**config.mk**
```make
export PLATFORM = sky130hd
export DESIGN_NAME = sram_ctrl
export DESIGN_NICKNAME = d
export VERILOG_FILES = /design/src/rtl/sram_ctrl_pkg.sv /design/src/rtl/sram_lane_map.sv /design/src/rtl/sram_rd_align.sv /design/src/rtl/sram_seq_fsm.sv /design/src/rtl/sram_ctrl.sv
export SDC_FILE = /design/constraint.sdc
export NUM_CORES = 1
export LEC_CHECK = 0
export BUFFER_PORTS_ARGS = -buffer_cell sky130_fd_sc_hd__buf_2
export CORE_MARGIN = 2
export CORE_UTILIZATION = 45
export DETAILED_ROUTE_END_ITERATION = 16
export PLACE_DENSITY = 0.82
export SKIP_CTS_REPAIR_TIMING = 1
export SYNTH_ARGS = -nofsm -noshare
export SYNTH_HDL_FRONTEND = slang
export SYNTH_SLANG_ARGS = --single-unit
```
**constraint.sdc**
```tcl
create_clock -name clk -period 1.7 [get_ports clk]
set_clock_uncertainty 0.2 [all_clocks]
set_input_delay 0.17 -clock clk [delete_from_list [all_inputs] [get_ports clk]]
set_output_delay 0.17 -clock clk [all_outputs]
set_load 0.005 [all_outputs]
```
**src/rtl/sram_ctrl_pkg.sv**
```systemverilog
package sram_ctrl_pkg;

  typedef enum logic [1:0] {
    ORG_W32 = 2'd0,
    ORG_W16 = 2'd1,
    ORG_W8  = 2'd2,
    ORG_RSV = 2'd3
  } org_e;

  typedef enum logic [1:0] {
    ST_IDLE,
    ST_WRITE,
    ST_READ,
    ST_GAP
  } seq_st_e;

  // round a time up to whole clock cycles, never below one
  function automatic int unsigned span_cycles(input int unsigned t_ps, input int unsigned clk_ps);
    int unsigned n;
    n = (t_ps + clk_ps - 1) / clk_ps;
    return (n == 0) ? 1 : n;
  endfunction

endpackage

```
**src/rtl/sram_lane_map.sv**
```systemverilog
module sram_lane_map
  import sram_ctrl_pkg::*;
#(
  parameter int unsigned ADDR_W = 19,
  parameter int unsigned DATA_W = 32,
  localparam int unsigned LANES   = DATA_W / 8,
  localparam int unsigned SEL_W   = $clog2(LANES),
  localparam int unsigned LADDR_W = ADDR_W + SEL_W
) (
  input  org_e               org,
  input  logic [LADDR_W-1:0] laddr,
  input  logic [DATA_W-1:0]  wdata,
  input  logic [LANES-1:0]   mask,
  output logic [ADDR_W-1:0]  phys,
  output logic [LANES-1:0]   lane_en,
  output logic [DATA_W-1:0]  lane_wd,
  output logic [SEL_W-1:0]   sel
);
  localparam int unsigned HL   = LANES / 2;
  localparam int unsigned HALF = DATA_W / 2;

  assign sel = laddr[SEL_W-1:0];

  always_comb begin
    phys    = laddr[ADDR_W-1:0];
    lane_en = mask;
    lane_wd = wdata;
    unique case (org)
      ORG_W16: begin
        phys    = laddr[ADDR_W:1];
        lane_wd = {2{wdata[HALF-1:0]}};
        for (int i = 0; i < LANES; i++)
          lane_en[i] = ((i / HL) == int'(laddr[0])) && mask[i % HL];
      end
      ORG_W8: begin
        phys    = laddr[LADDR_W-1:SEL_W];
        lane_wd = {LANES{wdata[7:0]}};
        for (int i = 0; i < LANES; i++)
          lane_en[i] = (i == int'(laddr[SEL_W-1:0])) && mask[0];
      end
      default: begin
        phys    = laddr[ADDR_W-1:0];
        lane_en = mask;
        lane_wd = wdata;
      end
    endcase
  end
endmodule

```
**src/rtl/sram_rd_align.sv**
```systemverilog
module sram_rd_align
  import sram_ctrl_pkg::*;
#(
  parameter int unsigned DATA_W = 32,
  localparam int unsigned LANES = DATA_W / 8,
  localparam int unsigned SEL_W = $clog2(LANES)
) (
  input  org_e              org,
  input  logic [SEL_W-1:0]  sel,
  input  logic [DATA_W-1:0] dq,
  output logic [DATA_W-1:0] rd
);
  localparam int unsigned HALF = DATA_W / 2;

  logic [7:0] lane_b [LANES];

  for (genvar g = 0; g < LANES; g++) begin : g_lane
    assign lane_b[g] = dq[8*g +: 8];
  end

  always_comb begin
    rd = dq;
    unique case (org)
      ORG_W16: rd = sel[0] ? {{HALF{1'b0}}, dq[DATA_W-1:HALF]}
                           : {{HALF{1'b0}}, dq[HALF-1:0]};
      ORG_W8:  rd = {{(DATA_W-8){1'b0}}, lane_b[sel]};
      default: rd = dq;
    endcase
  end
endmodule

```
**src/rtl/sram_seq_fsm.sv**
```systemverilog
module sram_seq_fsm
  import sram_ctrl_pkg::*;
#(
  parameter int unsigned WR_CYC   = 2,
  parameter int unsigned RD_CYC   = 3,
  parameter int unsigned TURN_CYC = 1,
  localparam int unsigned MAX_A   = (WR_CYC > RD_CYC) ? WR_CYC : RD_CYC,
  localparam int unsigned MAX_C   = (MAX_A > TURN_CYC) ? MAX_A : TURN_CYC,
  localparam int unsigned CNT_W   = $clog2(MAX_C + 1)
) (
  input  logic clk,
  input  logic rst_n,
  input  logic start,
  input  logic start_write,
  output logic ready,
  output logic wr_act,
  output logic rd_act,
  output logic capture
);
  seq_st_e st;
  logic [CNT_W-1:0] cnt;

  always_ff @(posedge clk or negedge rst_n) begin
    if (!rst_n) begin
      st  <= ST_IDLE;
      cnt <= '0;
    end else begin
      unique case (st)
        ST_IDLE: if (start) begin
          st  <= start_write ? ST_WRITE : ST_READ;
          cnt <= start_write ? CNT_W'(WR_CYC - 1) : CNT_W'(RD_CYC - 1);
        end
        ST_WRITE, ST_READ: begin
          if (cnt == '0) begin
            st  <= ST_GAP;
            cnt <= CNT_W'(TURN_CYC - 1);
          end else begin
            cnt <= cnt - 1'b1;
          end
        end
        default: begin
          if (cnt == '0) st <= ST_IDLE;
          else cnt <= cnt - 1'b1;
        end
      endcase
    end
  end

  assign ready   = (st == ST_IDLE);
  assign wr_act  = (st == ST_WRITE);
  assign rd_act  = (st == ST_READ);
  assign capture = (st == ST_READ) && (cnt == '0);
endmodule

```
**src/rtl/sram_ctrl.sv**
```systemverilog
module sram_ctrl
  import sram_ctrl_pkg::*;
#(
  parameter int unsigned ADDR_W    = 19,
  parameter int unsigned DATA_W    = 32,
  parameter int unsigned CLK_PS    = 5000,
  parameter int unsigned T_WP_PS   = 8000,
  parameter int unsigned T_DS_PS   = 6000,
  parameter int unsigned T_AA_PS   = 12000,
  parameter int unsigned T_TURN_PS = 1000,
  localparam int unsigned LANES    = DATA_W / 8,
  localparam int unsigned SEL_W    = $clog2(LANES),
  localparam int unsigned LADDR_W  = ADDR_W + SEL_W,
  localparam int unsigned WP_C     = span_cycles(T_WP_PS, CLK_PS),
  localparam int unsigned DS_C     = span_cycles(T_DS_PS, CLK_PS),
  localparam int unsigned WR_CYC   = (WP_C > DS_C) ? WP_C : DS_C,
  localparam int unsigned RD_CYC   = span_cycles(T_AA_PS, CLK_PS),
  localparam int unsigned TURN_CYC = span_cycles(T_TURN_PS, CLK_PS)
) (
  input  logic               clk,
  input  logic               rst_n,
  input  logic [1:0]         org_mode,
  input  logic               req_valid,
  output logic               req_ready,
  input  logic               req_write,
  input  logic [LADDR_W-1:0] req_addr,
  input  logic [DATA_W-1:0]  req_wdata,
  input  logic [LANES-1:0]   req_mask,
  output logic               rsp_valid,
  output logic [DATA_W-1:0]  rsp_data,
  output logic [ADDR_W-1:0]  mem_addr,
  output logic [LANES-1:0]   mem_ce_n,
  output logic               mem_we_n,
  output logic               mem_oe_n,
  output logic [DATA_W-1:0]  mem_dq_out,
  output logic               mem_dq_oe,
  input  logic [DATA_W-1:0]  mem_dq_in
);
  logic              take;
  logic              wr_act, rd_act, capture;
  logic [ADDR_W-1:0] m_phys;
  logic [LANES-1:0]  m_en;
  logic [DATA_W-1:0] m_wd;
  logic [SEL_W-1:0]  m_sel;
  logic [DATA_W-1:0] rd_al;

  logic [ADDR_W-1:0] a_q;
  logic [LANES-1:0]  en_q;
  logic [DATA_W-1:0] wd_q;
  logic [SEL_W-1:0]  sel_q;
  org_e              org_q;

  assign take = req_valid && req_ready;

  sram_lane_map #(.ADDR_W(ADDR_W), .DATA_W(DATA_W)) u_map (
    .org     (org_e'(org_mode)),
    .laddr   (req_addr),
    .wdata   (req_wdata),
    .mask    (req_mask),
    .phys    (m_phys),
    .lane_en (m_en),
    .lane_wd (m_wd),
    .sel     (m_sel)
  );

  sram_seq_fsm #(.WR_CYC(WR_CYC), .RD_CYC(RD_CYC), .TURN_CYC(TURN_CYC)) u_seq (
    .clk         (clk),
    .rst_n       (rst_n),
    .start       (take),
    .start_write (req_write),
    .ready       (req_ready),
    .wr_act      (wr_act),
    .rd_act      (rd_act),
    .capture     (capture)
  );

  sram_rd_align #(.DATA_W(DATA_W)) u_align (
    .org (org_q),
    .sel (sel_q),
    .dq  (mem_dq_in),
    .rd  (rd_al)
  );

  // hold the mapped request for the whole access
  always_ff @(posedge clk or negedge rst_n) begin
    if (!rst_n) begin
      a_q   <= '0;
      en_q  <= '0;
      wd_q  <= '0;
      sel_q <= '0;
      org_q <= ORG_W32;
    end else if (take) begin
      a_q   <= m_phys;
      en_q  <= m_en;
      wd_q  <= m_wd;
      sel_q <= m_sel;
      org_q <= org_e'(org_mode);
    end
  end

  always_ff @(posedge clk or negedge rst_n) begin
    if (!rst_n) begin
      rsp_valid <= 1'b0;
      rsp_data  <= '0;
    end else begin
      rsp_valid <= capture;
      if (capture) rsp_data <= rd_al;
    end
  end

  assign mem_addr   = a_q;
  assign mem_ce_n   = (wr_act || rd_act) ? ~en_q : '1;
  assign mem_we_n   = ~wr_act;
  assign mem_oe_n   = ~rd_act;
  assign mem_dq_oe  = wr_act;
  assign mem_dq_out = wd_q;
endmodule

```
Word-level counts from Yosys, hierarchy flattened
Cells that the tools add are included.
- output and inout port bits: 92
- bits in registers: 96
- bits of input ports: 95
- word-level logic and storage cells: 63
- mux-type cells: 17
- reductions and logical operators: 18
- equal/unequal tests: 12
- order comparisons: 1
- bitwise logic cells: 5
- add/subtract/negate cells: 1
- operator list (cell ; count):
    one-hot mux 32 bit (2 select lines) ; 2
    one-hot mux 19 bit (2 select lines) ; 1
    binary-select mux 8 bit (select 2 bit) ; 1
    2-to-1 mux 16 bit ; 1
    2-to-1 mux 8 bit ; 2
    2-to-1 mux 2 bit ; 6
    logical AND 1 bit ; 10
    one-hot mux 2 bit (2 select lines) ; 2
    one-hot mux 4 bit (2 select lines) ; 1
    equality test 2 x 1 -> 1 bit, second input constant ; 3
    equality test 2 bit, second input constant ; 3
    logical NOT 2 bit ; 3
    equality test 2 bit, first input constant ; 2
    2-to-1 mux 4 bit ; 1
    != test 2 x 1 -> 1 bit, second input constant ; 2
    NOT 4 bit ; 1
    greater-or-equal comparator 3 bit, second input constant ; 1
    != test 3 bit, second input constant ; 1
    NOT 1 bit ; 3
    NOT 2 -> 3 bit ; 1
    AND reduction 3 bit ; 1
    equality test 1 x 2 -> 1 bit, first input constant ; 1
    AND reduction 2 bit ; 1
    nonzero test 2 bit ; 1
    other kinds (3) ; 3

Logic depth before layout (Yosys ltp)
Gate-level depths: netlist of run 1.
- word-level depth: 5
- depth in mapped cells: 8
- depth with buffers taken out: 6

By module
From an unflattened synthesis of run 1, not the netlist that was laid out.
- cell total of the unflattened synthesis: 473
- area, all modules: 5387.7 um^2
- modules (own cells, without submodules) (module ; sequential area each (um^2) ; cells an instance ; instances ; area an instance (um^2)):
    sram_ctrl ; 2302.2 ; 201 ; 1 ; 3478.3
    sram_lane_map ; 0.0 ; 163 ; 1 ; 929.6
    sram_rd_align ; 0.0 ; 72 ; 1 ; 608.1
    sram_seq_fsm ; 100.1 ; 37 ; 1 ; 371.6

Least setup slack after synthesis of run 1
OpenSTA, ideal clock, no wires.
- kind: register to register
- start: reg org_q[0]
- end: reg rsp_data[7]
- required time: 1.435 ns
- clock period less this slack: 1.715 ns
- setup time: 0.065 ns
- setup slack: -0.015 ns
- arrival: 1.451 ns
- stages on the path, launching flop included: 7
- buffers on the path: 1
- cells stage by stage: dfrtp_1 -> inv_1 -> ha_1 -> or3b_1 -> buf_6 -> o2bb2ai_1 -> o22a_1
- cells in the longest elaborated chain, start to end: 2
- elaborated cells on any way between the ends: 3
- those cells by class: 2 x eq/ne; 1 x mux
- ends and longest elaborated chain (element ; line ; RTL):
    start, declared ; sram_ctrl.sv:51 ; org_e org_q;
    start signal, assigned ; sram_ctrl.sv:97 ; org_q <= org_e'(org_mode);
    equality test 2 bit or equality test 2 x 1 -> 1 bit (tied branches) ; sram_rd_align.sv:23 ; unique case (org)
    one-hot mux 32 bit (2 select lines) * ; sram_rd_align.sv:23 ;
    end signal, assigned ; sram_ctrl.sv:107 ; if (capture) rsp_data <= rd_al;
    end, declared ; sram_ctrl.sv:30 ; output logic [DATA_W-1:0] rsp_data,
Every way passes the cells marked *; elsewhere a longest branch is shown, timed or not.
A chain may end at the register's enable or synchronous reset.

Worst setup path after layout of run 1
- start: reg org_q[1]
- end: reg rsp_data[2]
Same word-level chain as after synthesis.

==> results.ini, run 1 <==
[outcome]
status = complete, but fails checks
failed_checks = negative setup slack

[die]
io_pins = 187
num_rows = 38
core_area_sq_um = 10840
start_util_pct = 46.21
die_w_microns = 109.5
fp.dieH_microns = 109.5
die-area_sq_um = 11990

[logic_synthesis]
synth_cells = 544
synth.most_common_cell = nand2_1
synth_edf_count = 0
synth_fp_nets = 650
ys_ff_latch = 96
synth_top_area_cell = dfrtp_1
seq_area_frac_synth_pct = 47.95
synth_common_cells = nand2_1, dfrtp_1, o21ai_0
yosys-top-cells-area = dfrtp_1, o21ai_0, a22oi_1, nand2_1, a21oi_1
ys_types = 40
ys.warnings.count = 0
netlist_area_sq_um = 5010
syn_avg_cell_area_sq_um = 9.209
synth_top_area_share_pct = 47.95
synth_ff_type = dfrtp_1
async_flop_share_pct = 100.0

[min_path]
min_path_cells = 4
hold_class = primary input to flop
min_from = org_mode[0]

[grt]
grtUsageMet3_pct = 6.520
grt_pass1_wl_mm = 22.02
grt_pass1_vias = 4587
grt_overflow = 0
grt_usage_pct = 23.39
grt_max_degree = 97
met2_usage_pct = 38.67
grt_busiest_layer = met2
antenna_found_initial = 0
use_met1_pct = 29.67

[clock_tree]
clk_latency_ns = 0.36
cts_num_sinks = 96
cts_root_buf = clkbuf_8
cts_tree = built
clk_pin_slew_ns = 0.09
clockBufferDepth = 2
cts_inserted_buffers = 9
htreeDepth = 3

[cells_and_area]
synthToLayoutAreaGrowth_pct = 54.80
antenna_cells = 0
drive_gt1_share_pct = 35.90
final_area_sq_um = 7755
multi_input_area_sq_um = 2519
nFillCells = 749
instances_no_fill = 984
register_area_sq_um = 2402
final_nets = 947

[sta]
slew_violations = 0
finalSetupTns_ns = -0.4605
tightest_slew_ns = 0.6624
finalHoldViolations = 0
rsz0062_at_grt = true
timing.final.ws_setup_ns = -0.09599
slew_headroom_pct = 55.75
finalCritPeriodShare_pct = 105.6
timing.hold.ws_ns = 0.01769
setup_violations = 12
fin_crit_ns = 1.796
clock.fmax_ghz = 0.5568

[setup_path]
r2r_cells = 7
crit_arrival_ns = 1.85
end_kind = flop
crit_slowest_cell = dfrtp_1
cp_max_fo = 7
crit_required_ns = 1.75
worst-setup-path-type = flop to flop
cpPeakStageDelay_ns = 0.41
crit_chain = ha_4 -> buf_6 -> nor2b_4 -> clkbuf_16 -> a31oi_1 -> o21ai_1 -> o22a_1
startpoint_type = flop
r2r_start = org_q[1]$_DFFE_PN0P_
startpoint = org_q[1]$_DFFE_PN0P_

[pwr]
clkPwrFrac_pct = 12.7
power_density_nw_per_um2 = 1555
p_int_mw = 7.329
pwr-share-comb_pct = 54.6
vdd_drop_max_mv = 0.7886
p_leak_nw = 3.735
p_sw_mw = 4.734
power_switching_share_pct = 39.25
p_seq_share_pct = 32.7
power.total_mw = 12.06

[placement]
portBuffers = 186
dp.cells = 866
gp_congestion = 0.8260
dpl-instance-area_sq_um = 6256
dp_hpwl_mm = 10.38

[route]
drt_drc_violations_left = 0
vias = 5475
dr.pass1.iters = 5
wl_mm = 17.31
wl_per_cell_microns = 17.60
vias_per_cell = 5.564
drtIter0Drc = 351
ant_nets = 0

[job]
maxCapViolCount = 0

## layer usage
layer / part of all wire, % / wire, microns / up-vias
met1: 38 / 6571 / 2609
met4: 2.9 / 497 / 0
met2: 51 / 8908 / 294
met5: 0 / 0 / -
met3: 7.7 / 1336 / 46
li1: - / - / 2526
## critical path: cells and delay by family, from the launching register on
kind / cells / cell delay, ns
adders and majority gates: 1 / 0.30
and+or+nand+nor: 1 / 0.04
AOI/OAI and AO/OA: 3 / 0.47
buffers and inverters: 2 / 0.26
DFF: 1 / 0.41
## registers in the layout, summed over array words and instances (netlist names)
name	flops
en_q	4
rsp_data	32
sel_q	2
org_q	2
mem_addr	19
rsp_valid	1
mem_dq_out	32
u_seq.st	2
u_seq.cnt	2
## cell type report
| type | count | area share, % |
|---|---|---|
| clock buffers | 11 | 1.952 |
| clock inverters | 3 | 0.5486 |
| inverters | 12 | 0.6776 |
| multi-input cells | 392 | 32.48 |
| flip-flops and latches | 96 | 30.98 |
| well taps | 140 | 2.259 |
| repair buffers | 330 | 31.11 |
## stage by stage
step,worst slack [ns],util (%)
2_1_floorplan,-0.005387,-
3_3_place_gp,-0.1068,57.71
3_5_place_dp,-0.1604,57.71
4_1_cts,-0.2157,59.50
5_1_grt,-0.1452,71.54
6_report,-0.09599,71.54
## cells by family (layout without fill, tap and decap cells)
group | after synthesis | count (layout) | share of synthesized area, %
muxes | 27 | 27 | 5.669
buffers and inverters | 56 | 356 | 5.445
AOI/OAI and AO/OA | 208 | 208 | 25.87
and+or+nand+nor | 146 | 146 | 12.31
adders and majority gates | 11 | 11 | 2.747
DFF | 96 | 96 | 47.95
## power groups by stage
stage	sequential, mW	combinational, mW	clock (mW)
global route	4.06	7.19	1.66
finish	3.94	6.59	1.53
CTS	3.88	5.23	1.55
floorplan	3.92	2.95	0
global placement	3.87	5.01	0
detailed placement	3.92	5.23	0
## worst paths after layout
path / end / slack, ns
setup / recovery: rsp_data[2]$_DFFE_PN0P_ / -0.1
hold / removal: org_q[0]$_DFFE_PN0P_ / 0.02
setup reg to reg: rsp_data[2]$_DFFE_PN0P_ / -0.1
hold reg to reg: mem_dq_out[25]$_DFFE_PN0P_ / 0.28
max in group asynchronous: org_q[1]$_DFFE_PN0P_ / 0.71
min in group asynchronous: rsp_data[26]$_DFFE_PN0P_ / 0.21
## placed cells by master, fill, tap and decap left out, drive strengths merged, types with 2 or more instances in the layout
master         n
nand3b         3
inv           12
o2bb2ai        7
a22oi         52
mux2          11
mux2i         16
a21oi         33
clkbuf        15
nor2b          5
buf          235
nor2          33
nand2         99
a22o           9
a211oi         3
dfrtp         96
ha            11
a31oi          6
o22a           7
o21ai         83
dlygate4sd3   91
a21o           2
o31ai          2
Power figures use the tool's default switching activity.
==> run 2: changes to the inputs <==
--- a/config.mk
+++ b/config.mk
@@ -5,11 +5,12 @@
 export SDC_FILE = /design/constraint.sdc
 export NUM_CORES = 1
 export LEC_CHECK = 0
+export ABC_AREA = 1
 export BUFFER_PORTS_ARGS = -buffer_cell sky130_fd_sc_hd__buf_2
 export CORE_MARGIN = 2
 export CORE_UTILIZATION = 45
 export DETAILED_ROUTE_END_ITERATION = 16
-export PLACE_DENSITY = 0.82
+export PLACE_DENSITY = 0.81
 export SKIP_CTS_REPAIR_TIMING = 1
 export SYNTH_ARGS = -nofsm -noshare
 export SYNTH_HDL_FRONTEND = slang
==> results.ini, run 2 <==
[outcome]
status = complete, but fails checks  ; unchanged
failed_checks = negative hold slack  ; was negative setup slack

[sta]
setup_violations = 0  ; was 12
fin_crit_ns = 1.692  ; was 1.796 ns
clock.fmax_ghz = 0.5910  ; was 0.5568 GHz
finalCritPeriodShare_pct = 99.53  ; was 105.6%
tightest_slew_ns = 0.3456  ; was 0.6624 ns
timing.hold.ws_ns = -0.03282  ; was 0.01769 ns
slew_headroom_pct = 76.93  ; was 55.75%
finalHoldViolations = 12  ; was 0
finalSetupTns_ns = 0  ; was -0.4605 ns
rsz0062_at_grt = true  ; unchanged
slew_violations = 0  ; unchanged

[placement]
dp_hpwl_mm = 11.31  ; was 10.38 mm
portBuffers = 186  ; unchanged
dp.cells = 1023  ; was 866
gp_congestion = 0.8893  ; was 0.8260

[route]
wl_per_cell_microns = 15.97  ; was 17.60 microns
vias = 6002  ; was 5475
drtIter0Drc = 618  ; was 351
ant_nets = 0  ; unchanged
drt_drc_violations_left = 0  ; unchanged
dr.pass1.iters = 5  ; unchanged
vias_per_cell = 5.359  ; was 5.564
wl_mm = 17.89  ; was 17.31 mm

[cells_and_area]
multi_input_area_sq_um = 2460  ; was 2519 sq um
final_common_cell = nand2_1  ; was buf_2
nFillCells = 889  ; was 749
final_cell_mix = nand2_1, buf_2, nor2_1, dfrtp_1, a21oi_1  ; was buf_2, dfrtp_1, nand2_1, dlygate4sd3_1, o21ai_0
antenna_cells = 0  ; unchanged
synthToLayoutAreaGrowth_pct = 45.51  ; was 54.80%
register_area_sq_um = 2404  ; was 2402 sq um
drive_gt1_share_pct = 27.23  ; was 35.90%
instances_no_fill = 1120  ; was 984
final_nets = 1078  ; was 947
final_util_pct = 66.82  ; was 71.54%

[min_path]
min_from = req_mask[2]  ; was org_mode[0]
hold_class = primary input to flop  ; unchanged

[die]
io_pins = 187  ; unchanged
die-area_sq_um = 12480  ; was 11990 sq um
die_w_microns = 111.7  ; was 109.5 microns
fp.dieH_microns = 111.7  ; was 109.5 microns
core_area_sq_um = 11370  ; was 10840 sq um
start_util_pct = 45.92  ; was 46.21%
num_rows = 39  ; was 38

[logic_synthesis]
synth_fp_nets = 812  ; was 650
seq_area_frac_synth_pct = 46.01  ; was 47.95%
ys_types = 25  ; was 40
yosys-top-cells-area = dfrtp_1, nand2_1, a21oi_1, nor2_1, o21ai_0  ; was dfrtp_1, o21ai_0, a22oi_1, nand2_1, a21oi_1
synth_edf_count = 0  ; unchanged
ys_ff_latch = 96  ; unchanged
async_flop_share_pct = 100.0  ; unchanged
synth_fa_ha_area_share_pct = 2.636  ; was 2.747%
netlist_area_sq_um = 5221  ; was 5010 sq um
synth_top_family_by_area = simple AND/OR/NAND/NOR gates  ; was compound AO/OA/AOI/OAI gates
synth_top_area_cell = dfrtp_1  ; unchanged
ys.warnings.count = 0  ; unchanged
synth_top_area_share_pct = 46.01  ; was 47.95%
syn_avg_cell_area_sq_um = 7.396  ; was 9.209 sq um
synth_compound_area_share_pct = 16.06  ; was 25.87%
synth.most_common_cell = nand2_1  ; unchanged
synthMuxAreaShare_pct = 0  ; was 5.669%
synth-xor-area-share_pct = 0  ; unchanged
synth_ff_type = dfrtp_1  ; unchanged
yosys.area_share.simple_pct = 27.61  ; was 12.31%
synth_common_cells = nand2_1, nor2_1, dfrtp_1  ; was nand2_1, dfrtp_1, o21ai_0
synth_cells = 706  ; was 544

[grt]
grt_pass1_wl_mm = 24.86  ; was 22.02 mm
grt_pass1_vias = 5079  ; was 4587
grt_overflow = 0  ; unchanged
antenna_found_initial = 0  ; unchanged
grt_max_degree = 53  ; was 97
grt_usage_pct = 24.78  ; was 23.39%

[setup_path]
crit_required_ns = 1.33  ; was 1.75 ns
cp_max_fo = 7  ; unchanged
startpoint = u_seq.st[1]$_DFFE_PN0P_  ; was org_q[1]$_DFFE_PN0P_
crit_chain = inv_2 -> ha_4 -> nand2_2 -> buf_6  ; was ha_4 -> buf_6 -> nor2b_4 -> clkbuf_16 -> a31oi_1 -> o21ai_1 -> o22a_1
crit_buf_inv = 2  ; unchanged
r2r_slack_ns = 0.05  ; was -0.1 ns
r2r_start = u_seq.st[1]$_DFFE_PN0P_  ; was org_q[1]$_DFFE_PN0P_
cpPeakStageDelay_ns = 0.39  ; was 0.41 ns
worst-setup-path-type = flop to primary output  ; was flop to flop
crit_slowest_cell = dfrtp_1  ; unchanged
cp_top_family = flip-flops  ; was compound AO/OA/AOI/OAI gates
crit_arrival_ns = 1.32  ; was 1.85 ns
startpoint_type = flop  ; unchanged
end_kind = primary output  ; was flop

[pwr]
vdd_drop_max_mv = 0.9220  ; was 0.7886 mV
power_density_nw_per_um2 = 1636  ; was 1555 nW/um^2
p_leak_nw = 3.785  ; was 3.735 nW

[clock_tree]
clk_latency_ns = 0.35  ; was 0.36 ns
cts_root_buf = clkbuf_16  ; was clkbuf_8
clk_pin_slew_ns = 0.07  ; was 0.09 ns
htreeDepth = 3  ; unchanged
cts_tree = built  ; unchanged
clockBufferDepth = 2  ; unchanged
cts_inserted_buffers = 9  ; unchanged
cts_num_sinks = 96  ; unchanged

[job]
maxCapViolCount = 0  ; unchanged

## run 2: cell count changes in the layout (fill, tap and decap cells not counted), moves of 16 or more
cell | previous run | this run
nand2_1 | 94 | 204
nor2_1 | 31 | 100
a21oi_1 | 33 | 81
a22oi_1 | 48 | 0
nand3_1 | 1 | 35
o21ai_0 | 63 | 36
inv_1 | 6 | 31
a31oi_1 | 2 | 20
o21ai_1 | 19 | 1
mux2i_1 | 16 | 0
o22ai_1 | 0 | 16
## run 2: final timing paths
path                                        endpoint  cells past startpoint
max in group asynchronous    rsp_data[2]$_DFFE_PN0P_                      3
max                                      mem_ce_n[0]                      4
min reg2reg                mem_dq_out[4]$_DFFE_PN0P_                      2
min                              en_q[2]$_DFFE_PN0P_                      5
max reg2reg                  mem_addr[2]$_DFFE_PN0P_                      7
min in group asynchronous   rsp_data[18]$_DFFE_PN0P_                      3
## run 2: layout make-up
class / instances / share of cell area [%]
inverters: 39 / 1.960
clock buffers: 10 / 3.014
flip-flops and latches: 96 / 31.64
well taps: 143 / 2.355
clock inverters: 6 / 0.8893
multi-input cells: 528 / 32.38
repair buffers: 298 / 27.77
## run 2: worst reg2reg max path, stage by stage (launching register included)
cell and delay (ns):
dfrtp_1 0.41, inv_2 0.10, ha_4 0.14, nand2_2 0.08, inv_2 0.17, buf_12 0.19, nor2_1 0.08, a21oi_1 0.17
## run 2: report_power, final
part	total (mW)	internal, mW	switching [mW]
clock	2.10	1.15	0.950
sequential	4.09	3.41	0.684
combinational	6.24	2.76	3.48
## run 2: stage by stage
step	power (mW)	hold WS, ns	instance area [sq um]	setup WS, ns
detailed placement	9.705	-0.2162	6404	0.02320
CTS	11.81	-0.5897	6700	-0.1662
global placement	9.557	-0.2172	6404	0.07679
global route	13.36	0.004821	7597	-0.03840
finish	12.43	-0.03282	7597	0.007979
floorplan	7.370	-0.3256	5221	0.09106
## run 2: kinds of logic (layout without fill, tap and decap cells)
kind of cell    after synthesis  in the layout
buf+inv                      82            353
simple gates                360            360
flops                        96             96
compound gates              157            157
fa+ha+maj                    11             11
## run 2: per-layer routing
| layer | track usage (%) | vias up | routed length (microns) |
|---|---|---|---|
| li1 | - | 2834 | - |
| met3 | 6.424 | 55 | 1512 |
| met4 | 9.712 | 0 | 572 |
| met5 | 0 | - | 0 |
| met2 | 40.04 | 360 | 8964 |
| met1 | 32.04 | 2753 | 6841 |
